===== src/rtl/lcfg_pkg.sv =====
package lcfg_pkg;
  // Strobes from control to datapath
  typedef struct packed {
    logic commit;  // copy shadows to live this edge
    logic hold;    // a write landed while busy
  } lcfg_strobe_t;
endpackage


===== src/rtl/lcfg_ctrl.sv =====
module lcfg_ctrl
  import lcfg_pkg::*;
(
  input  logic         clk,
  input  logic         rst_n,
  input  logic         txIdle,
  input  logic         anyWrite,
  output lcfg_strobe_t strb,
  output logic         pending
);
  always_comb begin
    strb.commit = txIdle && (pending || anyWrite);
    strb.hold   = anyWrite && !txIdle;
  end

  always_ff @(posedge clk) begin
    if (!rst_n)           pending <= 1'b0;
    else if (strb.commit) pending <= 1'b0;
    else if (strb.hold)   pending <= 1'b1;
  end

  p_idle_clears_r3: assert property (@(posedge clk) disable iff (!rst_n)
    txIdle |=> !pending);
  p_busy_write_pends_r2: assert property (@(posedge clk) disable iff (!rst_n)
    (anyWrite && !txIdle) |=> pending);
  p_pending_kept_r12: assert property (@(posedge clk) disable iff (!rst_n)
    (pending && !txIdle) |=> pending);
endmodule


===== src/rtl/lcfg_dpath.sv =====
module lcfg_dpath
  import lcfg_pkg::*;
#(
  parameter int REG_W      = 8,
  parameter int DIV_W      = 10,
  parameter int DIV_LO_W   = 8,
  parameter int CTL_W      = 8,
  parameter int FRTS_BIT   = 2,
  parameter int RTS_BIT    = 1,
  parameter int DTR_BIT    = 0,
  parameter int BRK_BIT    = 6,
  parameter logic [REG_W-1:0] MODE_RST = '0,
  parameter logic [REG_W-1:0] PORT_RST = '0,
  parameter logic [REG_W-1:0] FMT_RST  = '0,
  parameter logic [DIV_W-1:0] DIV_RST  = '0,
  parameter logic [CTL_W-(DIV_W-DIV_LO_W)-1:0] CTL_LO_RST = '0,
  localparam int DIV_HI_W = DIV_W - DIV_LO_W,
  localparam int CTL_LO_W = CTL_W - DIV_HI_W
) (
  input  logic                clk,
  input  logic                rst_n,
  input  lcfg_strobe_t        strb,
  input  logic                modeWrEn,
  input  logic [REG_W-1:0]    modeWrData,
  input  logic                portWrEn,
  input  logic [REG_W-1:0]    portWrData,
  input  logic                fmtWrEn,
  input  logic [REG_W-1:0]    fmtWrData,
  input  logic                divWrEn,
  input  logic [DIV_W-1:0]    divWrData,
  input  logic                mctrlWrEn,
  input  logic                rtsOn,
  input  logic                dtrOn,
  input  logic                brkWrEn,
  input  logic                brkOn,
  input  logic                ctl2WrEn,
  input  logic [CTL_LO_W-1:0] ctl2WrData,
  output logic                anyWrite,
  output logic [REG_W-1:0]    liveMode,
  output logic [REG_W-1:0]    livePort,
  output logic [REG_W-1:0]    liveFmt,
  output logic [DIV_LO_W-1:0] liveDivLo,
  output logic [CTL_W-1:0]    liveCtl2
);
  logic [REG_W-1:0]    shMode, shPort, shFmt;
  logic [DIV_W-1:0]    shDiv;
  logic [REG_W-1:0]    nxMode, nxPort, nxFmt;
  logic [DIV_W-1:0]    nxDiv;
  logic [DIV_HI_W-1:0] liveDivHi;
  logic [CTL_LO_W-1:0] ctlLo;

  assign anyWrite = modeWrEn | portWrEn | fmtWrEn | divWrEn | mctrlWrEn | brkWrEn;

  // Next shadow values: whole-register write first, then bit-level overrides
  always_comb begin
    nxMode = modeWrEn ? modeWrData : shMode;
    nxPort = portWrEn ? portWrData : shPort;
    nxFmt  = fmtWrEn  ? fmtWrData  : shFmt;
    nxDiv  = divWrEn  ? divWrData  : shDiv;
    if (mctrlWrEn) begin
      nxMode[FRTS_BIT] = !rtsOn;
      nxMode[RTS_BIT]  = 1'b1;
      nxPort[DTR_BIT]  = !dtrOn;
    end
    if (brkWrEn) nxFmt[BRK_BIT] = brkOn;
  end

  always_ff @(posedge clk) begin
    if (!rst_n) begin
      shMode <= MODE_RST;
      shPort <= PORT_RST;
      shFmt  <= FMT_RST;
      shDiv  <= DIV_RST;
    end else begin
      shMode <= nxMode;
      shPort <= nxPort;
      shFmt  <= nxFmt;
      shDiv  <= nxDiv;
    end
  end

  // Live registers: the commit takes the next-shadow values, so a write in
  // the commit cycle is included
  always_ff @(posedge clk) begin
    if (!rst_n) begin
      liveMode  <= MODE_RST;
      livePort  <= PORT_RST;
      liveFmt   <= FMT_RST;
      liveDivLo <= DIV_RST[DIV_LO_W-1:0];
      liveDivHi <= DIV_RST[DIV_W-1:DIV_LO_W];
    end else if (strb.commit) begin
      liveMode  <= nxMode;
      livePort  <= nxPort;
      liveFmt   <= nxFmt;
      liveDivLo <= nxDiv[DIV_LO_W-1:0];
      liveDivHi <= nxDiv[DIV_W-1:DIV_LO_W];
    end
  end

  // Host-owned low bits of control-2 are written directly
  always_ff @(posedge clk) begin
    if (!rst_n)        ctlLo <= CTL_LO_RST;
    else if (ctl2WrEn) ctlLo <= ctl2WrData;
  end

  assign liveCtl2 = {liveDivHi, ctlLo};

  p_commit_sync_r3: assert property (@(posedge clk) disable iff (!rst_n)
    strb.commit |=> (liveMode == shMode) && (livePort == shPort) &&
                    (liveFmt == shFmt) && ({liveDivHi, liveDivLo} == shDiv));
  p_rts_encoding_r8: assert property (@(posedge clk) disable iff (!rst_n)
    mctrlWrEn |=> shMode[RTS_BIT] && (shMode[FRTS_BIT] == !$past(rtsOn)));
endmodule


===== src/rtl/line_cfg_shadow.sv =====
module line_cfg_shadow
  import lcfg_pkg::*;
#(
  parameter int REG_W      = 8,
  parameter int DIV_W      = 10,
  parameter int DIV_LO_W   = 8,
  parameter int CTL_W      = 8,
  parameter int FRTS_BIT   = 2,
  parameter int RTS_BIT    = 1,
  parameter int DTR_BIT    = 0,
  parameter int BRK_BIT    = 6,
  parameter logic [REG_W-1:0] MODE_RST = 8'h06,
  parameter logic [REG_W-1:0] PORT_RST = 8'h01,
  parameter logic [REG_W-1:0] FMT_RST  = 8'h03,
  parameter logic [DIV_W-1:0] DIV_RST  = 10'd11,
  parameter logic [CTL_W-(DIV_W-DIV_LO_W)-1:0] CTL_LO_RST = '0,
  localparam int DIV_HI_W = DIV_W - DIV_LO_W,
  localparam int CTL_LO_W = CTL_W - DIV_HI_W
) (
  input  logic                clk,
  input  logic                rst_n,
  input  logic                txIdle,
  input  logic                modeWrEn,
  input  logic [REG_W-1:0]    modeWrData,
  input  logic                portWrEn,
  input  logic [REG_W-1:0]    portWrData,
  input  logic                fmtWrEn,
  input  logic [REG_W-1:0]    fmtWrData,
  input  logic                divWrEn,
  input  logic [DIV_W-1:0]    divWrData,
  input  logic                mctrlWrEn,
  input  logic                rtsOn,
  input  logic                dtrOn,
  input  logic                brkWrEn,
  input  logic                brkOn,
  input  logic                ctl2WrEn,
  input  logic [CTL_LO_W-1:0] ctl2WrData,
  output logic [REG_W-1:0]    liveMode,
  output logic [REG_W-1:0]    livePort,
  output logic [REG_W-1:0]    liveFmt,
  output logic [DIV_LO_W-1:0] liveDivLo,
  output logic [CTL_W-1:0]    liveCtl2,
  output logic                cfgPending
);
  lcfg_strobe_t strb;
  logic         anyWrite;

  lcfg_ctrl u_ctrl (
    .clk(clk), .rst_n(rst_n), .txIdle(txIdle), .anyWrite(anyWrite),
    .strb(strb), .pending(cfgPending)
  );

  lcfg_dpath #(
    .REG_W(REG_W), .DIV_W(DIV_W), .DIV_LO_W(DIV_LO_W), .CTL_W(CTL_W),
    .FRTS_BIT(FRTS_BIT), .RTS_BIT(RTS_BIT), .DTR_BIT(DTR_BIT), .BRK_BIT(BRK_BIT),
    .MODE_RST(MODE_RST), .PORT_RST(PORT_RST), .FMT_RST(FMT_RST),
    .DIV_RST(DIV_RST), .CTL_LO_RST(CTL_LO_RST)
  ) u_dpath (
    .clk(clk), .rst_n(rst_n), .strb(strb),
    .modeWrEn(modeWrEn), .modeWrData(modeWrData),
    .portWrEn(portWrEn), .portWrData(portWrData),
    .fmtWrEn(fmtWrEn), .fmtWrData(fmtWrData),
    .divWrEn(divWrEn), .divWrData(divWrData),
    .mctrlWrEn(mctrlWrEn), .rtsOn(rtsOn), .dtrOn(dtrOn),
    .brkWrEn(brkWrEn), .brkOn(brkOn),
    .ctl2WrEn(ctl2WrEn), .ctl2WrData(ctl2WrData),
    .anyWrite(anyWrite),
    .liveMode(liveMode), .livePort(livePort), .liveFmt(liveFmt),
    .liveDivLo(liveDivLo), .liveCtl2(liveCtl2)
  );

  p_busy_freeze_r2: assert property (@(posedge clk) disable iff (!rst_n)
    !txIdle |=> $stable(liveMode) && $stable(livePort) && $stable(liveFmt) &&
                $stable(liveDivLo) && $stable(liveCtl2[CTL_W-1:CTL_LO_W]));
  p_ctl2_low_kept_r6: assert property (@(posedge clk) disable iff (!rst_n)
    !ctl2WrEn |=> $stable(liveCtl2[CTL_LO_W-1:0]));
  p_idle_write_no_pend_r4: assert property (@(posedge clk) disable iff (!rst_n)
    (txIdle && anyWrite) |=> !cfgPending);
endmodule


===== config.mk =====
export PLATFORM = sky130hd
export DESIGN_NAME = line_cfg_shadow
export DESIGN_NICKNAME = d
export VERILOG_FILES = /design/src/rtl/lcfg_pkg.sv /design/src/rtl/lcfg_ctrl.sv /design/src/rtl/lcfg_dpath.sv /design/src/rtl/line_cfg_shadow.sv
export SDC_FILE = /design/constraint.sdc
export NUM_CORES = 1
export LEC_CHECK = 0
export ABC_AREA = 0
export BUFFER_PORTS_ARGS = -buffer_cell sky130_fd_sc_hd__buf_4
export CORE_ASPECT_RATIO = 0.6
export CORE_UTILIZATION = 45
export CTS_CLUSTER_DIAMETER = 60
export DETAILED_ROUTE_END_ITERATION = 7
export GPL_TIMING_DRIVEN = 1
export PLACE_DENSITY = 0.72
export SYNTH_ARGS = -nofsm -noshare
export SYNTH_HDL_FRONTEND = slang
export SYNTH_SLANG_ARGS = --single-unit

===== constraint.sdc =====
create_clock -name clk -period 1.9 [get_ports clk]
set_input_delay 0.38 -clock clk [delete_from_list [all_inputs] [get_ports clk]]
set_output_delay 0.38 -clock clk [all_outputs]
set_load 0.02 [all_outputs]

# ---- Yosys cells after proc, flatten, opt, wreduce, memory -nomap -nowiden
# Cells that the tools add are included.
dict set report op_classes {
  reduce_logical 7
  bitwise 6
  muxes 7
}
# operator n
set ops {}
lappend ops {{$mux W8} 3}
lappend ops {{$mux W10} 1}
lappend ops {{$or A1 B1 Y1} 5}
lappend ops {{$logic_not A1 Y1} 3}
lappend ops {{$logic_and A1 B1 Y1} 2}
lappend ops {{$mux W1} 2}
lappend ops {{$mux W2} 1}
lappend ops {{$reduce_or A2 Y1} 1}
lappend ops {{$logic_or A1 B1 Y1} 1}
lappend ops {{$not A1 Y1} 1}
dict set report word_totals {
  word_cells 31
  regBits 75
  input_bits 53
  output_inout_bits 41
}

# ---- Depth between registers and ports, before layout
# Gate-level depths: netlist (run 1).
dict set report depth {
  ltp_word 8
  ltp_mapped 5
  depth_no_buf 3
}

# ---- Modules after synthesis
# A second synthesis (run 1) with hierarchy kept.
dict set report hier_totals {
  cells_unflattened 260
  area_unflattened_um2 2723.9
}
# module area_each_um2 seq_area_each_um2 n_inst cells_each
set by_module_without_submodules {}
lappend by_module_without_submodules {lcfg_dpath 2675.1 1481.4 1 255}
lappend by_module_without_submodules {lcfg_ctrl 48.8 20.0 1 5}

# ---- Worst setup path before layout (run 1)
# OpenSTA, ideal clock, no wires.
dict set report synth_timing {
  path_type {input port to flip-flop}
  start {in fmtWrEn}
  end {reg u_dpath.liveDivLo[0]}
  setup_slack_ns -0.021
  stages 5
  t_arrival_ns 1.801
  setup_time_ns 0.121
  cell_sequence {buf_6 > or4_4 > o21ai_4 > buf_6 > mux2_2}
}
dict set report synth_between {
  elab_chain_cells 6
}
# item line
set synth_lines {}
lappend synth_lines {{from (decl)} line_cfg_shadow.sv:27} ;# input logic fmtWrEn,
lappend synth_lines {{$or A1 B1 Y1 (4 in series)} lcfg_dpath.sv:52} ;# assign anyWrite = modeWrEn | portWrEn | fmtWrEn | divWrEn | mctrlWrEn | brkWrEn;
lappend synth_lines {{$logic_or A1 B1 Y1} lcfg_ctrl.sv:12} ;# strb.commit = txIdle && (pending || anyWrite);
lappend synth_lines {{$logic_and A1 B1 Y1} lcfg_ctrl.sv:12}
lappend synth_lines {{to (signal assigned)} lcfg_dpath.sv:89} ;# liveDivLo <= DIV_RST[DIV_LO_W-1:0];
lappend synth_lines {{to (signal assigned)} lcfg_dpath.sv:95} ;# liveDivLo <= nxDiv[DIV_LO_W-1:0];
lappend synth_lines {{to (decl)} lcfg_dpath.sv:42} ;# output logic [DIV_LO_W-1:0] liveDivLo,
# No other way between the ends.
# A chain may end at the register's enable or synchronous reset.

# ---- Worst setup path in the final report (run 1)
dict set report layout_timing {
  start {reg u_ctrl.pending}
  end {reg u_dpath.liveMode[5]}
}
dict set report layout_between {
  elab_chain_cells 2
}
# item line
set layout_lines {}
lappend layout_lines {{from (decl)} lcfg_ctrl.sv:9} ;# output logic pending
lappend layout_lines {{from (signal assigned)} lcfg_ctrl.sv:17} ;# if (!rst_n) pending <= 1'b0;
lappend layout_lines {{from (signal assigned)} lcfg_ctrl.sv:18} ;# else if (strb.commit) pending <= 1'b0;
lappend layout_lines {{from (signal assigned)} lcfg_ctrl.sv:19} ;# else if (strb.hold) pending <= 1'b1;
lappend layout_lines {{$logic_or A1 B1 Y1} lcfg_ctrl.sv:12}
lappend layout_lines {{$logic_and A1 B1 Y1} lcfg_ctrl.sv:12}
lappend layout_lines {{to (signal assigned)} lcfg_dpath.sv:92} ;# liveMode <= nxMode;
lappend layout_lines {{to (decl)} lcfg_dpath.sv:39} ;# output logic [REG_W-1:0] liveMode,
# No other way between the ends.

==> results.ini, run 1 <==
[clocking]
clkTransAtPathRegs_ns = 0.07
post_cts_buffers = 0
cts.hold.buffers_added = 0
cts_resized = 0
cts_buffers = 9
insertion_delay_ns = 0.34
h-tree-depth = 3
tritoncts = done
cts_buffer_depth = 2
cts.sinks = 75
root_buffer = clkbuf_8

[final_layout]
fin_cells = 439
nets = 407
synthToLayoutAreaGrowth_pct = 34.5
drive_above_1_share_pct = 43.5
final_area_sq_mm = 0.00381
antenna_cells = 0

[sta]
setup_viol = 0
timing.slew.headroom_pct = 79.7
clock_skew_ns = 0.00694
drv_slew = 0
fin_crit_sh_pct = 87.0
hold_violations = 0
period_needed_ns = 1.65
rsz0062_at_grt = false
timing.fmax_mhz = 605
tightest_slew_ns = 0.302

[pwr]
leakagePower_nw = 1.80
vdd_drop_max_uv = 437
powerDensity_mw_per_mm2 = 840

[floorplanning]
row_count = 21
die_w_um = 104
initial_core_util_pct = 48.8
num_io_pins = 94
die_area_sq_mm = 0.00664
die-height_um = 63.5
core-area_sq_mm = 0.00581

[global_route]
grt_pass1_wl_um = 9880
first_global_vias = 1993
grt_max_degree = 29
grt_overflow = 0
antenna_found_initial = 0
track_usage_pct = 19.7

[drt]
post_drt_via_cell_ratio = 4.70
firstDrtPassIters = 4
vias = 2065
drt-wirelength-per-cell_um = 13.6
routed_wl_um = 5980
ant_nets = 0
drc = 0
drt_iter0_drc = 47

[critical_path]
cp_max_fo = 27
crit_family = simple AND/OR/NAND/NOR gates
cpPeakStageDelay_ns = 0.43
worstSetupPathType = reg2reg
startpoint_type = flip-flop
cp-end-kind = flip-flop
crit_path_cell_trace = or3_1, o21ai_4, buf_12, mux2_2
cp.required_ns = 2.13
crit_slowest_cell = or3_1
cp.buffers_inverters = 1
cp_data_arrival_time_ns = 1.88

[place]
hpwl_um = 4320
gp_congestion = 0.752
io_buffers = 93
dp.cells = 423
placed_area_sq_mm = 0.00364

[run]
max-cap-violations = 0

[min_path]
hp-class = in2reg

[yosys]
async_flop_share_pct = 0
synth_nets = 307
synth.avg_cell_area_sq_um = 11.2
syn_area_sq_mm = 0.00284
ys_seq_area_share_pct = 52.9
synth_flop_cell = dfxtp_1
synth-edff-count = 0
yosysWarnings = 0
synth_seq_cells = 75
synthCells = 254
ys_types = 21

[run_status]
outcome = finished, final reports clean

==> cells in the final DEF (no fill, tap or decap), drive strengths merged, types with 6 or more instances in the layout <==
master  instances
buf           105
nor2           32
nand2           9
mux2i          37
clkbuf          9
clkinv          6
and2           26
dfxtp          75
nand2b          6
mux2           35
==> synth_stat cells (all sizes together) (2+ instances only) <==
cell / instances / share of area [%]
nor2: 32 / 4.2
or3: 2 / 0.44
nor3: 3 / 0.53
inv: 2 / 0.26
o21ai: 3 / 0.93
mux2: 35 / 14
and2: 26 / 5.7
mux2i: 37 / 13
nand2b: 6 / 1.3
buf: 6 / 1.9
clkbuf: 10 / 1.3
nand2: 9 / 1.2
dfxtp: 75 / 53
a211oi: 3 / 0.79
nor4: 2 / 0.44
==> per-stage QoR <==
step	worst slack [ns]	setup TNS (ns)	power (mW)	hold slack, ns	util, %
after floorplan	0.00299	0	2.00	0.434	-
after CTS	0.241	0	3.25	0.237	65.7
after global placement	-0.00992	-0.220	2.21	0.450	62.8
after detailed placement	-0.0325	-0.617	2.22	0.454	62.8
final	0.247	0	3.21	0.260	65.7
after global routing	0.186	0	3.37	0.248	65.7
==> kinds of logic (layout without fill, tap and decap cells) <==
logic type	count (synthesis)	count (layout)	share of synthesized area, %
AND/OR/NAND/NOR	82	82	14.5
buffers and inverters	18	123	3.53
flip-flops	75	75	52.9
multiplexers	72	72	27.0
AO/OA/AOI/OAI	7	7	2.07
==> state kept, by name, summed over array words and instances (netlist names) <==
name	flops
u_ctrl.pending	1
u_dpath.ctlLo	6
u_dpath.liveDivHi	2
u_dpath.liveDivLo	8
u_dpath.liveFmt	8
u_dpath.liveMode	8
u_dpath.livePort	8
u_dpath.shDiv	10
u_dpath.shFmt	8
u_dpath.shMode	8
u_dpath.shPort	8
==> final timing paths <==
| path | slack, ns | end | cells past startpoint | startpoint |
|---|---|---|---|---|
| setup / recovery | 0.25 | u_dpath.liveMode[5]$_SDFFE_PN0P_ | 4 | u_ctrl.pending$_SDFFE_PP0P_ |
| hold / removal | 0.26 | u_ctrl.pending$_SDFFE_PP0P_ | 2 | txIdle |
| setup reg to reg | 0.25 | u_dpath.liveMode[5]$_SDFFE_PN0P_ | 4 | u_ctrl.pending$_SDFFE_PP0P_ |
| hold reg to reg | 0.47 | u_dpath.shDiv[3]$_SDFF_PN1_ | 2 | u_dpath.shDiv[3]$_SDFF_PN1_ |
==> where the power goes <==
| part | internal [mW] | switching, mW | leakage [nW] |
|---|---|---|---|
| Sequential | 1.67 | 0.0383 | 0.618 |
| Combinational | 0.252 | 0.223 | 1.10 |
| Clock | 0.468 | 0.558 | 0.0887 |
| Total | 2.39 | 0.820 | 1.80 |
==> metal layers <==
metal	global-route usage, %	share of wire (%)	vias to the layer above
li1	-	-	1055
met1	27.2	52	930
met2	27.7	39	69
met3	7.56	7.0	11
met4	6.96	1.3	0
met5	0	0	-
==> layout make-up <==
class	count	area [sq um]
clock inverters	7	45.0
clock buffers	9	124
well taps	80	100
inverters	2	7.51
multi-input cells	161	1230
flip-flops and latches	75	1500
fillers	513	1990
repair buffers	105	801
Note: power is estimated with default switching activity, not from simulation.
==> run 2, diff against run 1 <==
--- a/config.mk
+++ b/config.mk
@@ -5,7 +5,7 @@
 export SDC_FILE = /design/constraint.sdc
 export NUM_CORES = 1
 export LEC_CHECK = 0
-export ABC_AREA = 0
+export ABC_AREA = 1
 export BUFFER_PORTS_ARGS = -buffer_cell sky130_fd_sc_hd__buf_4
 export CORE_ASPECT_RATIO = 0.6
 export CORE_UTILIZATION = 45
==> results.ini, run 2 <==
[run_status]
outcome = finished, final reports clean

[sta]
fin_crit_sh_pct = 78.0
tightest_slew_ns = 0.760
timing.slew.headroom_pct = 49.2
drv_slew = 0
tns_ns = 0
timing.fmax_mhz = 674
rsz0062_at_grt = false
period_needed_ns = 1.48
whs_ns = 0.257
hold_violations = 0
setup_viol = 0
fin_ws_ns = 0.417
clock_skew_ns = 0.00629

[place]
dp_slack_ns = 0.199
dp.cells = 537
placed_area_sq_mm = 0.00365
io_buffers = 93
gp_congestion = 0.780
hpwl_um = 4840

[critical_path]
crit_path_cell_trace = nor2_4, nand2_4, nor2_4, nor2_4, nand2_1, nand3_1
cpPeakStageDelay_ns = 0.58
cp_max_fo = 33
crit_family = simple AND/OR/NAND/NOR gates
startpoint_type = flip-flop
regToRegSetupSlack_ns = 0.42
cp-end-kind = flip-flop
timing.critical_path.mode_cell = nor2_4
r2r_cells = 6
crit_slowest_cell = nor2_4
reg2reg_from = u_ctrl.pending$_SDFFE_PP0P_
cp_data_arrival_time_ns = 1.76
r2r_end = u_dpath.livePort[0]$_SDFFE_PN1P_
cp.buffers_inverters = 0
worstSetupPathType = reg2reg
cp.required_ns = 2.18
crit_start = u_ctrl.pending$_SDFFE_PP0P_

[clocking]
post_cts_buffers = 0
cts.hold.buffers_added = 0
cts_buffers = 9
cts_buffer_depth = 2
h-tree-depth = 3
insertion_delay_ns = 0.34
cts_resized = 0
cts.sinks = 75
tritoncts = done
root_buffer = clkbuf_8
clkTransAtPathRegs_ns = 0.07

[yosys]
yosysMostFrequentCell = nor2_1
synth_common_cells = 89 x nor2_1, 75 x dfxtp_1, 65 x nand2_1
yosysWarnings = 0
synth_seq_cells = 75
synth_flop_cell = dfxtp_1
synth_top_area_share_pct = 50.9
synth_nets = 429
syn_area_sq_mm = 0.00295
async_flop_share_pct = 0
ys_seq_area_share_pct = 50.9
synth.avg_cell_area_sq_um = 7.84
synth-edff-count = 0
synth.area.top_cells = dfxtp_1 51%, nor2_1 11%, nand2_1 8.3%
yosys.area.top_type = dfxtp_1
synthCells = 376
ys_types = 26

[min_path]
min-delay-start = ctl2WrData[3]
worstHoldEndpoint = u_dpath.ctlLo[3]$_SDFFE_PN0P_
hold_depth = 3
hp-class = in2reg

[final_layout]
nets = 517
multi_input_area_sq_mm = 0.00127
antenna_cells = 0
synthToLayoutAreaGrowth_pct = 32.2
postLayoutCoreUtil_pct = 62.7
final_cell_mix = 95 x buf_4, 89 x nor2_1, 75 x dfxtp_1, 65 x nand2_1, 39 x nand3_1
fin_cells = 552
seq_area_sq_mm = 0.00150
drive_above_1_share_pct = 31.8
fillers = 569
top_register = u_dpath.shDiv
final_area_sq_mm = 0.00390
final_common_cell = buf_4
largest_reg_flops = 10

[pwr]
powerDensity_mw_per_mm2 = 979
leakagePower_nw = 1.93
total_power_mw = 3.82
vdd_drop_max_uv = 420

[floorplanning]
initial_core_util_pct = 47.4
core-area_sq_mm = 0.00622
num_io_pins = 94
die_w_um = 107
die_area_sq_mm = 0.00689
row_count = 22
die-height_um = 64.7

[drt]
routed_wl_um = 7000
post_drt_via_cell_ratio = 4.78
drt_iter0_drc = 118
drt-wirelength-per-cell_um = 12.7
drc = 0
ant_nets = 0
firstDrtPassIters = 4
vias = 2638

[global_route]
grt_overflow = 0
first_global_vias = 2450
grt_max_degree = 48
antenna_found_initial = 0
track_usage_pct = 21.3
grt_pass1_wl_um = 11400

[run]
max-cap-violations = 0

-- run 2: changes by cell type after synthesis, sizes merged, moves of 5 or more --
| cell | before | now |
|---|---|---|
| mux2 | 35 | 0 |
| and2 | 26 | 1 |
| inv | 2 | 11 |
| or2 | 0 | 27 |
| buf | 6 | 14 |
| nor2 | 32 | 95 |
| nand2 | 9 | 68 |
| mux2i | 37 | 0 |
| nand2b | 6 | 0 |
| nand3 | 0 | 39 |
| o21ai | 3 | 32 |
| clkbuf | 10 | 5 |
-- run 2: final cells by class --
type                            count  area share, %
Clock buffer                       11           3.88
Clock inverter                      4           2.50
Sequential cell                    75           38.5
Timing Repair Buffer               96           18.8
Tap cell                           84           2.69
Inverter                           12           1.15
Multi-Input combinational cell    270           32.5
-- run 2: how the worst max path moves through the flow --
stage                                         to  slack (ns)  cells after the start
6_report        u_dpath.livePort[0]$_SDFFE_PN1P_        0.42                      6
5_1_grt        u_dpath.liveDivLo[5]$_SDFFE_PN0P_        0.23                      6
4_1_cts         u_dpath.livePort[0]$_SDFFE_PN1P_        0.38                      6
3_5_place_dp    u_dpath.livePort[0]$_SDFFE_PN1P_        0.20                      7
3_3_place_gp    u_dpath.liveMode[2]$_SDFFE_PN1P_        0.27                      7
2_1_floorplan  u_dpath.liveDivHi[0]$_SDFFE_PN0P_        0.67                      8
-- run 2: kinds of logic after synthesis --
| family | after synthesis | share of synthesized area (%) |
|---|---|---|
| AO/OA/AOI/OAI | 38 | 7.00 |
| AND/OR/NAND/NOR | 232 | 35.9 |
| buffers and inverters | 31 | 6.15 |
| flip-flops | 75 | 50.9 |
-- run 2: report_power, final --
part           internal (mW)  switching (mW)  leakage (nW)
clock network          0.937           0.558         0.122
logic                  0.267           0.325          1.18
registers               1.69          0.0461         0.624
-- run 2: worst min-delay path, stage by stage --
cell and delay [ns]:
buf_4 0.07, nor2_1 0.03, nor2_1 0.08
-- run 2: routing by layer --
layer  vias to the layer above  share of wire, %  GRT usage [%]
met5                         -                 0              0
met4                         0              0.76           5.14
met3                         8               6.3           7.24
met2                        74                45           34.3
met1                      1193                48           27.4
li1                       1363                 -              -
